**src/rtl/rowspan_pkg.sv**
```systemverilog
package rowspan_pkg;

  localparam int STAGES = 5;

  typedef struct packed {
    logic [31:0] ax;
    logic [31:0] ay;
    logic [31:0] bx;
    logic [31:0] by;
    logic [31:0] cx;
    logic [31:0] cy;
    logic [23:0] ca;
    logic [23:0] cb;
    logic [23:0] cc;
  } sideT;

  typedef struct packed {
    logic [STAGES-1:0] load;
  } strobeT;

endpackage

```
**src/rtl/rowspan_ctrl.sv**
```systemverilog
module rowspan_ctrl
  import rowspan_pkg::*;
(
  input  logic   clk,
  input  logic   rstN,
  input  logic   inValid,
  output strobeT stb,
  output logic   outValid
);

  localparam int CNT_W = $clog2(STAGES + 1);

  logic [STAGES-1:0] vld;
  logic [CNT_W-1:0]  sinceRst;

  always_ff @(posedge clk or negedge rstN) begin
    if (!rstN) begin
      vld <= '0;
    end else begin
      vld <= {vld[STAGES-2:0], inValid};
    end
  end

  always_comb begin
    stb.load = {vld[STAGES-2:0], inValid};
  end

  assign outValid = vld[STAGES-1];

  always_ff @(posedge clk or negedge rstN) begin
    if (!rstN) begin
      sinceRst <= '0;
    end else if (sinceRst != CNT_W'(STAGES)) begin
      sinceRst <= sinceRst + 1'b1;
    end
  end

  assert_fixed_latency_R1 : assert property (@(posedge clk) disable iff (!rstN)
    (sinceRst == CNT_W'(STAGES)) |-> (outValid == $past(inValid, STAGES)));

endmodule

```
**src/rtl/rowspan_delay.sv**
```systemverilog
module rowspan_delay #(
  parameter int W     = 8,
  parameter int DEPTH = 5
) (
  input  logic             clk,
  input  logic             rstN,
  input  logic [DEPTH-1:0] load,
  input  logic [W-1:0]     din,
  output logic [W-1:0]     dout
);

  logic [W-1:0] pipe [DEPTH];

  for (genvar i = 0; i < DEPTH; i++) begin : g_tap
    if (i == 0) begin : g_head
      always_ff @(posedge clk or negedge rstN) begin
        if (!rstN)        pipe[i] <= '0;
        else if (load[i]) pipe[i] <= din;
      end
    end else begin : g_body
      always_ff @(posedge clk or negedge rstN) begin
        if (!rstN)        pipe[i] <= '0;
        else if (load[i]) pipe[i] <= pipe[i-1];
      end
    end
  end

  assign dout = pipe[DEPTH-1];

endmodule

```
**src/rtl/rowspan_dpath.sv**
```systemverilog
module rowspan_dpath
  import rowspan_pkg::*;
#(
  parameter int FRAC_W  = 32,
  parameter int ROWS    = 240,
  parameter int COUNT_W = 8
) (
  input  logic               clk,
  input  logic               rstN,
  input  strobeT             stb,
  input  logic               outValid,
  input  logic [31:0]        yA,
  input  logic [31:0]        yB,
  input  logic [31:0]        yC,
  output logic [COUNT_W-1:0] lineCount,
  output logic               rangeErr,
  output logic               bottomIsC
);

  localparam int FX_W   = FRAC_W + 1;
  localparam int WIDE_W = 24 + FRAC_W;
  localparam int PROD_W = FX_W + COUNT_W + 1;

  function automatic logic isBad(input logic [31:0] v);
    logic expMax, expZero;
    expMax  = (v[30:23] == 8'hFF);
    expZero = (v[30:23] == 8'h00);
    return expMax || (v[31] && !expZero) || (!v[31] && (v[30:0] > 31'h3F800000));
  endfunction

  function automatic logic [31:0] flushZero(input logic [31:0] v);
    return (v[30:23] == 8'h00) ? 32'h0 : v;
  endfunction

  function automatic logic [FX_W-1:0] toFixed(input logic [31:0] v);
    logic [WIDE_W-1:0] wide;
    logic [WIDE_W-1:0] shifted;
    int                sh;
    if (v[30:23] == 8'h00) return '0;
    if (v[30:23] >= 8'd127) return FX_W'(1) << FRAC_W;
    wide    = {1'b1, v[22:0], {FRAC_W{1'b0}}};
    sh      = 150 - int'(v[30:23]);
    shifted = wide >> sh;
    return shifted[FX_W-1:0];
  endfunction

  // stage 1: classify, flush, pick bottom vertex
  logic [31:0] fA, fB, fC;
  logic        pickC, anyBad;
  logic [31:0] s1YA, s1YX;
  logic        s1Bad, s1SelC;

  always_comb begin
    fA     = flushZero(yA);
    fB     = flushZero(yB);
    fC     = flushZero(yC);
    pickC  = fC[30:0] > fB[30:0];
    anyBad = isBad(yA) || isBad(yB) || isBad(yC);
  end

  always_ff @(posedge clk or negedge rstN) begin
    if (!rstN) begin
      s1YA <= '0; s1YX <= '0; s1Bad <= 1'b0; s1SelC <= 1'b0;
    end else if (stb.load[0]) begin
      s1YA   <= fA;
      s1YX   <= pickC ? fC : fB;
      s1Bad  <= anyBad;
      s1SelC <= pickC;
    end
  end

  // stage 2: float to fixed point
  logic [FX_W-1:0] s2FxA, s2FxX;
  logic            s2Bad, s2SelC;

  always_ff @(posedge clk or negedge rstN) begin
    if (!rstN) begin
      s2FxA <= '0; s2FxX <= '0; s2Bad <= 1'b0; s2SelC <= 1'b0;
    end else if (stb.load[1]) begin
      s2FxA  <= toFixed(s1YA);
      s2FxX  <= toFixed(s1YX);
      s2Bad  <= s1Bad;
      s2SelC <= s1SelC;
    end
  end

  assert_flush_R6 : assert property (@(posedge clk) disable iff (!rstN)
    (stb.load[1] && s1YA[30:23] == 8'h00) |=> (s2FxA == '0));

  // stage 3: subtract, floor at zero
  logic [FX_W-1:0] s3Diff;
  logic            s3Bad, s3SelC;

  always_ff @(posedge clk or negedge rstN) begin
    if (!rstN) begin
      s3Diff <= '0; s3Bad <= 1'b0; s3SelC <= 1'b0;
    end else if (stb.load[2]) begin
      s3Diff <= (s2FxX > s2FxA) ? (s2FxX - s2FxA) : '0;
      s3Bad  <= s2Bad;
      s3SelC <= s2SelC;
    end
  end

  // stage 4: scale by framebuffer height
  logic [PROD_W-1:0] s4Prod;
  logic              s4Bad, s4SelC;

  always_ff @(posedge clk or negedge rstN) begin
    if (!rstN) begin
      s4Prod <= '0; s4Bad <= 1'b0; s4SelC <= 1'b0;
    end else if (stb.load[3]) begin
      s4Prod <= PROD_W'(s3Diff) * PROD_W'(ROWS);
      s4Bad  <= s3Bad;
      s4SelC <= s3SelC;
    end
  end

  // stage 5: truncate to integer, clamp, apply error
  logic [PROD_W-1:0] whole;
  logic [COUNT_W-1:0] capped;

  always_comb begin
    whole  = s4Prod >> FRAC_W;
    capped = (whole > PROD_W'(ROWS)) ? COUNT_W'(ROWS) : whole[COUNT_W-1:0];
  end

  always_ff @(posedge clk or negedge rstN) begin
    if (!rstN) begin
      lineCount <= '0; rangeErr <= 1'b0; bottomIsC <= 1'b0;
    end else if (stb.load[4]) begin
      lineCount <= s4Bad ? '0 : capped;
      rangeErr  <= s4Bad;
      bottomIsC <= s4SelC;
    end
  end

  assert_count_cap_R5 : assert property (@(posedge clk) disable iff (!rstN)
    outValid |-> (lineCount <= COUNT_W'(ROWS)));

endmodule

```
**src/rtl/tri_rowspan_setup.sv**
```systemverilog
module tri_rowspan_setup
  import rowspan_pkg::*;
#(
  parameter int FRAC_W  = 32,
  parameter int ROWS    = 240,
  parameter int COUNT_W = $clog2(ROWS + 1)
) (
  input  logic               clk,
  input  logic               rstN,
  input  logic               inValid,
  input  logic [31:0]        posAx,
  input  logic [31:0]        posAy,
  input  logic [31:0]        posBx,
  input  logic [31:0]        posBy,
  input  logic [31:0]        posCx,
  input  logic [31:0]        posCy,
  input  logic [23:0]        colA,
  input  logic [23:0]        colB,
  input  logic [23:0]        colC,
  output logic               outValid,
  output logic [COUNT_W-1:0] lineCount,
  output logic               rangeErr,
  output logic               bottomIsC,
  output logic [31:0]        outPosAx,
  output logic [31:0]        outPosAy,
  output logic [31:0]        outPosBx,
  output logic [31:0]        outPosBy,
  output logic [31:0]        outPosCx,
  output logic [31:0]        outPosCy,
  output logic [23:0]        outColA,
  output logic [23:0]        outColB,
  output logic [23:0]        outColC
);

  strobeT stb;
  sideT   sideIn, sideOut;

  rowspan_ctrl i_ctrl (
    .clk      (clk),
    .rstN     (rstN),
    .inValid  (inValid),
    .stb      (stb),
    .outValid (outValid)
  );

  rowspan_dpath #(
    .FRAC_W  (FRAC_W),
    .ROWS    (ROWS),
    .COUNT_W (COUNT_W)
  ) i_dpath (
    .clk       (clk),
    .rstN      (rstN),
    .stb       (stb),
    .outValid  (outValid),
    .yA        (posAy),
    .yB        (posBy),
    .yC        (posCy),
    .lineCount (lineCount),
    .rangeErr  (rangeErr),
    .bottomIsC (bottomIsC)
  );

  always_comb begin
    sideIn = '{ax: posAx, ay: posAy, bx: posBx, by: posBy, cx: posCx, cy: posCy,
               ca: colA, cb: colB, cc: colC};
  end

  rowspan_delay #(
    .W     ($bits(sideT)),
    .DEPTH (STAGES)
  ) i_side (
    .clk  (clk),
    .rstN (rstN),
    .load (stb.load),
    .din  (sideIn),
    .dout (sideOut)
  );

  assign outPosAx = sideOut.ax;
  assign outPosAy = sideOut.ay;
  assign outPosBx = sideOut.bx;
  assign outPosBy = sideOut.by;
  assign outPosCx = sideOut.cx;
  assign outPosCy = sideOut.cy;
  assign outColA  = sideOut.ca;
  assign outColB  = sideOut.cb;
  assign outColC  = sideOut.cc;

  assert_err_zero_R7 : assert property (@(posedge clk) disable iff (!rstN)
    (outValid && rangeErr) |-> (lineCount == '0));

  assert_bottom_pick_R3 : assert property (@(posedge clk) disable iff (!rstN)
    (outValid && !rangeErr) |->
      (bottomIsC ? (outPosCy[30:23] != 8'h00 && outPosCy[30:0] > outPosBy[30:0])
                 : (outPosCy[30:23] == 8'h00 || outPosCy[30:0] <= outPosBy[30:0])));

endmodule

```
**config.mk**
```make
export PLATFORM = sky130hd
export DESIGN_NAME = tri_rowspan_setup
export DESIGN_NICKNAME = d
export VERILOG_FILES = /design/src/rtl/rowspan_pkg.sv /design/src/rtl/rowspan_ctrl.sv /design/src/rtl/rowspan_delay.sv /design/src/rtl/rowspan_dpath.sv /design/src/rtl/tri_rowspan_setup.sv
export SDC_FILE = /design/constraint.sdc
export NUM_CORES = 2
export LEC_CHECK = 0
export ABC_AREA = 1
export ABC_CLOCK_PERIOD_IN_PS = 3400
export BUFFER_PORTS_ARGS = -buffer_cell sky130_fd_sc_hd__buf_4
export CAP_MARGIN = 30
export CORE_MARGIN = 2
export CORE_UTILIZATION = 50
export CTS_CLUSTER_DIAMETER = 30
export DETAILED_ROUTE_END_ITERATION = 10
export GPL_TIMING_DRIVEN = 1
export PLACE_DENSITY_LB_ADDON = 0.2
export SYNTH_ARGS = -nofsm -noshare
export SYNTH_HDL_FRONTEND = slang
export SYNTH_SLANG_ARGS = --single-unit
```
**constraint.sdc**
```tcl
create_clock -name clk -period 3.4 [get_ports clk]
set_clock_uncertainty 0.2 [all_clocks]
set_input_delay 0.68 -clock clk [delete_from_list [all_inputs] [get_ports clk]]
set_output_delay 0.68 -clock clk [all_outputs]
set_load 0.1 [all_outputs]
```
==> run summary <==
Unrepaired setup endpoints after global routing - yes
Area occupied by multi-input gates - 24400 um^2
Crit path kind - reg -> reg
WP buf/inv - 3
Post-route DRC - 0
Rows - 135
Outcome - complete, but fails checks
Combinational power share - 29.3%
CTS root buffer - clkbuf_16
Initial antenna violation count - 17
Avg WL per Cell - 18.5 um
Final hold viol count - 0
FMAX - 0.293 GHz
Flop-to-flop setup slack - -0.02 ns
# fillers - 10700
Critical path's top delay family - adder cells
Yosys warnings - 0
Synthesized area - 68400 um^2
CP most frequent cell - nand2_1
Largest net degree at the start of global routing - 207
Clock Sinks - 1513
CTS buffer count - 334
Min-Delay Startpoint - posCy[31]
Grt ovf - 0
Cell Pwr Density - 881 nW/um^2
Initial Utilization - 50.4%
Switching pwr - 0.0265 W
Routed via count - 56500
Fin crit period - 3.42 ns
CP Capture Type - register
P&R area growth vs syn - 30.8%
TritonCTS clock tree - done
Port bufs - 541
Hold slack - 0.0667 ns
Clk Latency, worst-skew pair - 0.90 ns
Die area - 140000 um^2
Dominant register cell in the synthesized netlist - dfrtp_1
Post-synth ARST share - 100%
Cell count after synthesis - 7942
CTS H-Tree Depth - 5
Lkg Pwr - 44.7 nW
Placed Cells - 9912
Slew @ Worst Pin - 0.981 ns
Post-synth net total - 8382
Max incr delay on CP - 0.58 ns
First-pass iteration count of the detailed router - 6
Die X-Extent - 374 um
Vias in the first global route - 57200
# setup viols final - 2
P_int - 0.0523 W
Number of max-cap violations - 0
Initial DRC Count - 4541
Gr usage total - 28.6%
Crit path max fanout - 3
Max-slew violation count - 0
Hold endpoint - i_side.pipe[1159]$_DFFE_PN0P_
CP max stage cell - fa_2
CP startpoint kind - register
Seq/Total Area, Yosys - 55.4%
Number of synthesized flops with an enable pin - 0
Core area - 136000 um^2
Vias/cell - 5.23
Switching portion of total power - 33.7%
Reg clk slew, reported paths - 0.05 ns
Relative slew slack - 34.6%
Post-route ant nets - 0
FF-to-FF path depth - 17
Final Non-Filler Cells - 10800
Clock Tree Buf Depth - 4
Crit path required time - 3.92 ns
Share of post-route cells with drive strength above 1 - 18.7%
Post-detail-place hpwl - 130 mm
First-pass GRT wire length - 317 mm
Register area - 37900 um^2
# IOs - 542
Die height - 374 um
GPL Wtd Cong - 0.915
RR Endpoint - i_dpath.s4Prod[36]$_DFFE_PN0P_
Clock network fraction of total power - 43.0%
Worst path cell trace - inv_2 -> buf_6 -> fa_2 -> fa_2 -> inv_2 -> ha_4 -> a21o_1 -> a31o_2 -> a21oi_4 -> nand2_2 -> nand4_1 -> nand2_1 -> nand2_1 -> nand2_1 -> or2_2 -> nand3_1 -> nand2_1
Final #Nets - 9196
Reg2reg start - i_dpath.s3Diff[6]$_DFFE_PN0P_
Failing checks - negative setup slack
WHS Path Cells - 3
DRT Wirelength - 200 mm
Worst-case vdd ir drop - 632 uV
Final period util - 100%
Reg power frac - 27.6%
Final setup margin - -0.0156 ns
Post-synthesis register bit count - 1513
Avg Cell Area, Syn - 8.61 um^2
CP arrival - 3.93 ns
Worst min path class - in -> reg
Cell variety after synth - 60
## per-layer routing
layer  vias up  global-route usage [%]  share of wire, %
li1      26700                       -                 -
met1     27700                    39.5                44
met3       365                    6.18               6.7
met2      1714                    44.7                46
met5         -                       0             0.020
met4         6                    9.78               3.0
## worst reg2reg max path: stages, from the launching register on
cell and delay, ns:
dfrtp_1 0.38, inv_2 0.09, buf_6 0.11, fa_2 0.45
fa_2 0.58, inv_2 0.04, ha_4 0.15, a21o_1 0.15
a31o_2 0.21, a21oi_4 0.16, nand2_2 0.07, nand4_1 0.07
nand2_1 0.08, nand2_1 0.07, nand2_1 0.05, or2_2 0.26
nand3_1 0.07, nand2_1 0.07
## kinds of logic after synthesis
group	after synthesis	synth area share [%]
simple gates	3224	19.0
flops	1513	55.4
compound gates	1502	11.5
buf+inv	1494	9.84
fa+ha+maj	173	3.86
xor+xnor	36	0.472
## power by group through the flow
stage	registers, W	clock network [W]	logic (W)
6_report	0.0218	0.0339	0.0231
5_1_grt	0.0220	0.0353	0.0253
4_1_cts	0.0218	0.0343	0.0216
3_5_place_dp	0.0220	0	0.0204
3_3_place_gp	0.0219	0	0.0202
2_1_floorplan	0.0218	0	0.0143
## through the flow
step                      TNS, ns  worst slack (ns)  util (%)  instance area [um^2]  total power [W]
after CTS                 -0.0110           -0.0110      65.5                 88900           0.0776
after floorplan                 0            0.0392         -                 68400           0.0360
final                     -0.0226           -0.0156      65.9                 89400           0.0788
after detailed placement   -20.02            -0.649      54.5                 74000           0.0424
after global placement     -19.75            -0.645      54.5                 74000           0.0421
after global routing        -1.07            -0.204      65.9                 89400           0.0827
## state kept, by name, indices dropped and copies added, names as in the netlist, 5 cells and up
| name | count |
|---|---|
| i_side.pipe | 1056 |
| i_dpath.s4Prod | 9 |
| i_dpath.s3Diff | 33 |
| i_dpath.s2FxA | 33 |
| i_dpath.s2FxX | 33 |
| i_dpath.lineCount | 8 |
| i_dpath.s1YX | 31 |
| i_ctrl.vld | 5 |
| i_side.dout | 264 |
| i_dpath.s1YA | 31 |
## cell type report
class,instances,area share (%)
antenna,20,0.0560
clock buffer,417,10.5
clock inverter,175,2.88
inverter,829,3.53
multi-input combinational,4935,27.2
sequential,1513,42.4
tap,1781,2.49
timing repair buffer,1143,11.0
## cells in the mapped netlist, types with 5 or more instances
library cell,number,share of area [%]
a21o_1,8,0.088
a21oi_1,99,0.72
a31oi_1,13,0.12
buf_1,15,0.082
buf_2,67,0.49
buf_4,266,2.9
clkbuf_1,312,1.7
clkinv_1,5,0.027
dfrtp_1,1513,55
fa_1,63,1.8
ha_1,110,2.0
inv_1,814,4.5
inv_2,9,0.049
nand2_1,2626,14
nand2_2,6,0.055
nand3_1,346,2.5
nand3_2,11,0.16
nand4_1,35,0.32
nor2_1,119,0.65
nor2_2,9,0.082
nor3_1,15,0.11
nor4_1,24,0.22
o211ai_1,23,0.25
o21a_1,5,0.055
o21ai_0,1215,8.9
o21ai_1,47,0.34
o21ai_2,15,0.19
o21bai_1,5,0.055
o22ai_1,47,0.43
or2_1,6,0.055
or2_2,5,0.046
xnor2_1,17,0.22
xor2_1,18,0.23
## what timing repair did
| item | CTS | global route |
|---|---|---|
| hold buffers | 255 | 0 |
| pin swaps | 35 | 67 |
| endpoints found under the hold margin | 451 | 0 |
| cloned | 0 | 0 |
| buffers inserted | 14 | 20 |
| gates resized for setup | 77 | 100 |
| setup endpoints to repair | 9 | 39 |
## cell usage in the layout, fill, tap and decap left out, drive strengths merged, types with 8 or more instances in the layout
cell type	n
dlygate4sd3	255
nor2	133
a31oi	13
clkinvlp	38
a21oi	101
o211ai	23
o21ai	1277
clkbuf	417
ha	110
nand3	357
xnor2	17
or2	12
diode	20
bufinv	57
dfrtp	1513
nand2	2636
xor2	19
clkinv	71
a21o	8
buf	888
nand4	35
inv	838
o22ai	47
nor4	24
fa	63
nor3	15
## how the worst max path moves through the flow
stage | cells past startpoint | slack (ns) | end | start
2_1_floorplan | 16 | 0.04 | i_dpath.s4Prod[36]$_DFFE_PN0P_ | i_dpath.s3Diff[10]$_DFFE_PN0P_
3_3_place_gp | 21 | -0.65 | i_dpath.s1YX[27]$_DFFE_PN0P_ | posCy[30]
3_5_place_dp | 22 | -0.65 | i_dpath.s1YX[29]$_DFFE_PN0P_ | posCy[30]
4_1_cts | 15 | -0.01 | i_dpath.s4Prod[36]$_DFFE_PN0P_ | i_dpath.s3Diff[20]$_DFFE_PN0P_
5_1_grt | 15 | -0.20 | i_dpath.s4Prod[34]$_DFFE_PN0P_ | i_dpath.s3Diff[19]$_DFFE_PN0P_
6_report | 17 | -0.02 | i_dpath.s4Prod[36]$_DFFE_PN0P_ | i_dpath.s3Diff[6]$_DFFE_PN0P_
No activity file was read; power rests on OpenSTA's default activity.
